<file path="src/rtl/tidg_pkg.sv">
package tidg_pkg;

  localparam int unsigned REG_W   = 32;
  localparam int unsigned IDX_W   = 4;

  // Strobes from the register control to the mask/filter datapath.
  typedef struct packed {
    logic             wrEn;   // commit wdata into the selected mask word
    logic [IDX_W-1:0] sink;   // selected sink
    logic [IDX_W-1:0] word;   // selected 32-bit word inside the sink mask
    logic [REG_W-1:0] wdata;
  } maskCtl_t;

endpackage

</file>
<file path="src/rtl/tidg_ctrl.sv">
module tidg_ctrl
  import tidg_pkg::*;
#(
  parameter int unsigned ADDR_W      = 12,
  parameter int unsigned NUM_SINKS   = 2,
  parameter int unsigned WORDS       = 4,
  parameter int unsigned SINK_BASE   = 'hF8,
  parameter int unsigned SINK_STRIDE = 'h10,
  parameter int unsigned LOCK_ADDR   = 'hFB0,
  parameter int unsigned STAT_ADDR   = 'hFB4,
  parameter logic [31:0] UNLOCK_KEY  = 32'hC5ACCE55
) (
  input  logic              clk,
  input  logic              rstN,
  input  logic              regSel,
  input  logic              regEnable,
  input  logic              regWrite,
  input  logic [ADDR_W-1:0] regAddr,
  input  logic [REG_W-1:0]  regWdata,
  output logic [REG_W-1:0]  regRdata,
  input  logic [REG_W-1:0]  maskRdata,
  output maskCtl_t          ctl
);

  localparam logic [ADDR_W-1:0] LOCK_A = ADDR_W'(LOCK_ADDR);
  localparam logic [ADDR_W-1:0] STAT_A = ADDR_W'(STAT_ADDR);

  logic             locked;
  logic             access;
  logic             lockWrite;
  logic             maskHit;
  logic [IDX_W-1:0] selSink;
  logic [IDX_W-1:0] selWord;

  assign access    = regSel && regEnable;
  assign lockWrite = access && regWrite && (regAddr == LOCK_A);

  // Address decode over every sink block and word.
  always_comb begin
    maskHit = 1'b0;
    selSink = '0;
    selWord = '0;
    for (int s = 0; s < int'(NUM_SINKS); s++) begin
      for (int w = 0; w < int'(WORDS); w++) begin
        if (regAddr == ADDR_W'(SINK_BASE + s * SINK_STRIDE + 4 * w)) begin
          maskHit = 1'b1;
          selSink = IDX_W'(s);
          selWord = IDX_W'(w);
        end
      end
    end
  end

  // Lock state: comes out of reset closed.
  always_ff @(posedge clk or negedge rstN) begin
    if (!rstN)          locked <= 1'b1;
    else if (lockWrite) locked <= (regWdata != UNLOCK_KEY);
  end

  always_comb begin
    ctl.wrEn  = access && regWrite && maskHit && !locked;
    ctl.sink  = selSink;
    ctl.word  = selWord;
    ctl.wdata = regWdata;
  end

  always_comb begin
    if (maskHit)                regRdata = maskRdata;
    else if (regAddr == STAT_A) regRdata = {{(REG_W-1){1'b0}}, locked};
    else                        regRdata = '0;
  end

  // the key opens the unit
  p_unlock_key_r3: assert property (@(posedge clk) disable iff (!rstN)
    (lockWrite && regWdata == UNLOCK_KEY) |=> !locked);

  // any other value closes it
  p_relock_r3: assert property (@(posedge clk) disable iff (!rstN)
    (lockWrite && regWdata != UNLOCK_KEY) |=> locked);

  // lock state moves only on a lock-register write
  p_lock_stable_r3: assert property (@(posedge clk) disable iff (!rstN)
    !lockWrite |=> $stable(locked));

  // a read outside every block returns zero
  p_unmapped_zero_r10: assert property (@(posedge clk) disable iff (!rstN)
    (!maskHit && regAddr != STAT_A) |-> (regRdata == '0));

endmodule

</file>
<file path="src/rtl/tidg_path.sv">
module tidg_path
  import tidg_pkg::*;
#(
  parameter int unsigned NUM_SINKS = 2,
  parameter int unsigned DATA_W    = 32,
  parameter int unsigned ID_W      = 7,
  parameter int unsigned RSV_FLOOR = 'h70
) (
  input  logic                        clk,
  input  logic                        rstN,
  input  maskCtl_t                    ctl,
  output logic [REG_W-1:0]            maskRdata,
  input  logic [NUM_SINKS*DATA_W-1:0] inData,
  input  logic [NUM_SINKS*ID_W-1:0]   inId,
  input  logic [NUM_SINKS-1:0]        inValid,
  output logic [NUM_SINKS-1:0]        inReady,
  output logic [NUM_SINKS*DATA_W-1:0] outData,
  output logic [NUM_SINKS*ID_W-1:0]   outId,
  output logic [NUM_SINKS-1:0]        outValid,
  input  logic [NUM_SINKS-1:0]        outReady
);

  localparam int unsigned MASK_BITS = 1 << ID_W;
  localparam int unsigned WORDS     = MASK_BITS / REG_W;

  logic [NUM_SINKS-1:0][WORDS-1:0][REG_W-1:0] maskq;

  // Mask storage, one register per sink word.
  for (genvar s = 0; s < int'(NUM_SINKS); s++) begin : g_store
    for (genvar w = 0; w < int'(WORDS); w++) begin : g_word
      always_ff @(posedge clk or negedge rstN) begin
        if (!rstN)
          maskq[s][w] <= '0;
        else if (ctl.wrEn && int'(ctl.sink) == s && int'(ctl.word) == w)
          maskq[s][w] <= ctl.wdata;
      end
    end
  end

  always_comb begin
    maskRdata = '0;
    for (int s = 0; s < int'(NUM_SINKS); s++)
      for (int w = 0; w < int'(WORDS); w++)
        if (int'(ctl.sink) == s && int'(ctl.word) == w)
          maskRdata = maskq[s][w];
  end

  // Per-sink filter.
  for (genvar s = 0; s < int'(NUM_SINKS); s++) begin : g_filt
    logic [MASK_BITS-1:0] sinkMask;
    logic [ID_W-1:0]      beatId;
    logic                 reserved;
    logic                 allowed;

    assign sinkMask = maskq[s];
    assign beatId   = inId[s*ID_W +: ID_W];
    assign reserved = (beatId == '0) || (beatId >= ID_W'(RSV_FLOOR));
    assign allowed  = sinkMask[beatId] && !reserved;

    assign outValid[s]               = inValid[s] && allowed;
    assign outData[s*DATA_W +: DATA_W] = inData[s*DATA_W +: DATA_W];
    assign outId[s*ID_W +: ID_W]       = beatId;
    assign inReady[s]                = allowed ? outReady[s] : 1'b1;

    // reserved IDs never leave
    p_reserved_drop_r8: assert property (@(posedge clk) disable iff (!rstN)
      (inValid[s] && reserved) |-> !outValid[s]);

    // a dropped beat is consumed
    p_drop_ready_r6: assert property (@(posedge clk) disable iff (!rstN)
      (inValid[s] && !outValid[s]) |-> inReady[s]);

    // a forwarded beat obeys sink backpressure
    p_pass_ready_r5: assert property (@(posedge clk) disable iff (!rstN)
      outValid[s] |-> (inValid[s] && inReady[s] == outReady[s]));
  end

  // masks move only on a committed write strobe
  p_mask_hold_r4: assert property (@(posedge clk) disable iff (!rstN)
    !ctl.wrEn |=> $stable(maskq));

endmodule

</file>
<file path="src/rtl/trace_id_gate.sv">
module trace_id_gate
  import tidg_pkg::*;
#(
  parameter int unsigned ADDR_W      = 12,
  parameter int unsigned NUM_SINKS   = 2,
  parameter int unsigned DATA_W      = 32,
  parameter int unsigned ID_W        = 7,
  parameter int unsigned SINK_BASE   = 'hF8,
  parameter int unsigned SINK_STRIDE = 'h10,
  parameter int unsigned RSV_FLOOR   = 'h70
) (
  input  logic                        clk,
  input  logic                        rstN,
  input  logic                        regSel,
  input  logic                        regEnable,
  input  logic                        regWrite,
  input  logic [ADDR_W-1:0]           regAddr,
  input  logic [31:0]                 regWdata,
  output logic [31:0]                 regRdata,
  input  logic [NUM_SINKS*DATA_W-1:0] trcInData,
  input  logic [NUM_SINKS*ID_W-1:0]   trcInId,
  input  logic [NUM_SINKS-1:0]        trcInValid,
  output logic [NUM_SINKS-1:0]        trcInReady,
  output logic [NUM_SINKS*DATA_W-1:0] trcOutData,
  output logic [NUM_SINKS*ID_W-1:0]   trcOutId,
  output logic [NUM_SINKS-1:0]        trcOutValid,
  input  logic [NUM_SINKS-1:0]        trcOutReady
);

  localparam int unsigned WORDS = (1 << ID_W) / REG_W;

  maskCtl_t         ctl;
  logic [REG_W-1:0] maskRdata;

  tidg_ctrl #(
    .ADDR_W(ADDR_W), .NUM_SINKS(NUM_SINKS), .WORDS(WORDS),
    .SINK_BASE(SINK_BASE), .SINK_STRIDE(SINK_STRIDE)
  ) uCtrl (
    .clk(clk), .rstN(rstN), .regSel(regSel), .regEnable(regEnable),
    .regWrite(regWrite), .regAddr(regAddr), .regWdata(regWdata),
    .regRdata(regRdata), .maskRdata(maskRdata), .ctl(ctl)
  );

  tidg_path #(
    .NUM_SINKS(NUM_SINKS), .DATA_W(DATA_W), .ID_W(ID_W), .RSV_FLOOR(RSV_FLOOR)
  ) uPath (
    .clk(clk), .rstN(rstN), .ctl(ctl), .maskRdata(maskRdata),
    .inData(trcInData), .inId(trcInId), .inValid(trcInValid),
    .inReady(trcInReady), .outData(trcOutData), .outId(trcOutId),
    .outValid(trcOutValid), .outReady(trcOutReady)
  );

endmodule

</file>
<file path="config.mk">
export PLATFORM = sky130hd
export DESIGN_NAME = trace_id_gate
export DESIGN_NICKNAME = d
export VERILOG_FILES = /design/src/rtl/tidg_pkg.sv /design/src/rtl/tidg_ctrl.sv /design/src/rtl/tidg_path.sv /design/src/rtl/trace_id_gate.sv
export SDC_FILE = /design/constraint.sdc
export NUM_CORES = 1
export LEC_CHECK = 0
export BUFFER_PORTS_ARGS = -buffer_cell sky130_fd_sc_hd__buf_2
export CORE_AREA = 8 8 175 177
export DETAILED_ROUTE_END_ITERATION = 6
export DIE_AREA = 0 0 183 185
export PLACE_DENSITY = 0.75
export SYNTH_ARGS = -nofsm -noshare
export SYNTH_HDL_FRONTEND = slang
export SYNTH_SLANG_ARGS = --single-unit
</file>
<file path="constraint.sdc">
create_clock -name clk -period 3.14 [get_ports clk]
set_input_delay 0.314 -clock clk [delete_from_list [all_inputs] [get_ports clk]]
set_output_delay 0.314 -clock clk [all_outputs]
set_load 0.05 [all_outputs]
</file>
==> flow_metrics.tcl <==
set metrics [dict create \
    path_common_cell "buf_2" \
    critPathKind "in2out" \
    route.detailed.drc 0 \
    slew_violations 0 \
    avgViaCountPerCell 6.81 \
    place.gp.congestion 0.985 \
    routedWlPerCell_microns 29.2 \
    switchingPower_uw 1920 \
    powerDensity_nw_per_um2 432 \
    finalWirelength_mm 53.8 \
    cts_max_level 1 \
    path_delay_family "simple AND/OR/NAND/NOR gates" \
    avgSynthCellArea_sq_um 11.2 \
    regArea_sq_um 6430 \
    syn-cell-area_sq_um 15000 \
    end_kind "primary output" \
    dieArea_sq_um 33900 \
    ys.flop_type "dfrtp_1" \
    cpPeakStageDelay_ps 560 \
    final_nets 1563 \
    ios 245 \
    cp.depth 8 \
    synth_seq_area_share_pct 42.9 \
    r2r_setup_slack_ps 1190 \
    antenna_found_initial 0 \
    rr_worst_depth 5 \
    start_util_pct 53.4 \
    crit_path_start_kind "primary input" \
    fp-row-count 62 \
    p_clk_share_pct 46.2 \
    relSlewSlack_pct 42.3 \
    worst_pin_slew_ps 863 \
    fillCellCount 2325 \
    path_max_fanout 10 \
    p_leak_uw 0.00833 \
    setup_viol 0 \
    final_cell_mix "dfrtp_1, mux2_2, mux2i_1" \
    swShare_pct 25.7 \
    io_buffer_count 116 \
    synthArstFlopShare_pct 100 \
    status "finished clean" \
    antenna_left 0 \
    clock_path_buffers 3 \
    die_w_microns 183 \
    drtPass1Iterations 6 \
    clock.fmax_mhz 319 \
    synthCells 1346 \
    vdd_ir_drop_max_uv 383 \
    final_common_cell "dfrtp_1" \
    syn_nets 1477 \
    grt_remaining_overflow 0 \
    intPower_uw 5540 \
    crit_chain "buf_2 -> or4_4 -> nor3_4 -> o21ai_2 -> a222oi_1 -> nand3_1 -> and2_1 -> buf_2" \
    die_y_microns 185 \
    reg2reg_to "uPath.g_filt[1].sinkMask[38]" \
    crit_arrival_ps 2820 \
    vias 12500 \
    critPathRequiredTime_ps 2830 \
    postCtsSetupBuffers 0 \
    cts_tree "done" \
    min_path_type "in2reg" \
    syn_to_final_growth_pct 15.0 \
    clock_latency_ps 580 \
    post_route_cells_drive_above_1_share_pct 39.0 \
    startpoint "regAddr[1]" \
    critPathCapture "regRdata[14]" \
    crit_slowest_cell "or4_4" \
    rsz0062_at_grt "no" \
    grt_pass1_wl_mm 80.5 \
    pwr-share-comb_pct 9.3 \
    postLayoutCellArea_sq_um 17300 \
    drt_iter0_drc 1463 \
    multi_input_area_sq_um 7710 \
    holdWs_ps 109 \
    seq_power_share_pct 44.5 \
    yosys_register_bits 257 \
    grt_pass1_vias 12700 \
    grt_max_degree 78 \
    clock-root-buffer "clkbuf_16" \
    skew_ps 16.3 \
    crit_buf_inv 2 \
    numCtsBuffers 29 \
    finalCritPeriodShare_pct 99.8 \
    clk_pin_slew_ps 60 \
    cap_viol_max_count 0 \
    finalHoldViolCount 0 \
    synth_warnings 0 \
    dpl_cell_area_sq_um 16300 \
    synth_edf_count 0 \
    ys_types 62 \
    period_needed_ps 3130 \
    dp_hpwl_mm 38.3 \
    cts.sinks 257 \
    fin_tns_setup_ps 0 \
    rr_startpoint "uCtrl.locked" \
    grtUsageTotal_pct 31.3 \
    coreArea_sq_um 28100 \
]
[logic make-up after synthesis]
| logic type | after synthesis | synth area share [%] |
|---|---|---|
| flip-flops | 257 | 42.9 |
| buffers and inverters | 181 | 7.10 |
| AO/OA/AOI/OAI | 349 | 15.6 |
| multiplexers | 384 | 27.7 |
| AND/OR/NAND/NOR | 175 | 6.70 |
[state kept, by name (all words and copies together) (netlist names)]
signal / count
uCtrl.locked: 1
uPath.g_filt.sinkMask: 256
[cell type report]
cell class,instances,share of cell area (%)
Antenna cell,2,0.0290
Multi-Input combinational cell,908,44.6
Tap cell,384,2.78
Clock buffer,44,5.11
Clock inverter,10,0.536
Sequential cell,257,37.3
Timing Repair Buffer,228,9.47
Inverter,8,0.174
[timing repair]
item,4_1_cts,5_1_grt
hold buffers,1,0
endpoints found under the hold margin,72,0
resized for setup,0,2
setup endpoints to repair,0,2
[worst min-delay path by stage]
stage / depth (start not counted) / endpoint / startpoint / slack [ps]
2_1_floorplan: 0 / uPath.g_filt[0].sinkMask[0] / rstN / 20
3_3_place_gp: 1 / uPath.g_filt[1].sinkMask[105] / rstN / 350
3_5_place_dp: 1 / uPath.g_filt[1].sinkMask[105] / rstN / 360
4_1_cts: 2 / uPath.g_filt[1].sinkMask[16] / regWdata[16] / 100
5_1_grt: 2 / uPath.g_filt[1].sinkMask[127] / regWdata[31] / 120
6_report: 2 / uPath.g_filt[0].sinkMask[80] / regWdata[16] / 110
[cells in the mapped netlist (all sizes together) (13+ instances only)]
master | number | area share (%)
nand3 | 15 | 0.50
a21oi | 56 | 1.9
nor2 | 44 | 1.2
a211oi | 36 | 1.8
a22o | 19 | 1.1
o21ai | 94 | 3.2
a22oi | 68 | 3.4
nand2 | 31 | 0.78
clkbuf | 52 | 1.3
buf | 121 | 5.6
nor3 | 14 | 0.83
mux2i | 128 | 8.5
mux2 | 256 | 19
dfrtp | 256 | 43
nor4 | 13 | 0.63
o211ai | 18 | 0.90
[per-stage QoR]
step / utilization, % / setup WS [ps] / power, uW / instances
finish: 61.5 / 6.64 / 7460 / 1841
global route: 61.5 / 2.41 / 7640 / 1839
CTS: 61.4 / 61.2 / 7460 / 1839
detailed placement: 57.9 / 47.0 / 4060 / 1784
global placement: 57.9 / 76.9 / 4050 / 1784
floorplan: - / 20.1 / 3910 / 1346
[power groups by stage]
stage / Clock [uW] / Sequential (uW) / Combinational (uW)
final: 3450 / 3320 / 692
after global routing: 3600 / 3320 / 728
after CTS: 3460 / 3320 / 680
after detailed placement: 0 / 3380 / 676
after global placement: 0 / 3380 / 671
after floorplan: 0 / 3380 / 533
[per-layer routing]
layer / wire, microns / global-route usage (%) / vias to the layer above
met2: 24400 / 49.3 / 824
met5: 0 / 0 / -
met3: 5530 / 6.92 / 215
li1: - / - / 5194
met1: 20600 / 39.8 / 6296
met4: 3340 / 17.6 / 0
Power figures use the tool's default switching activity.
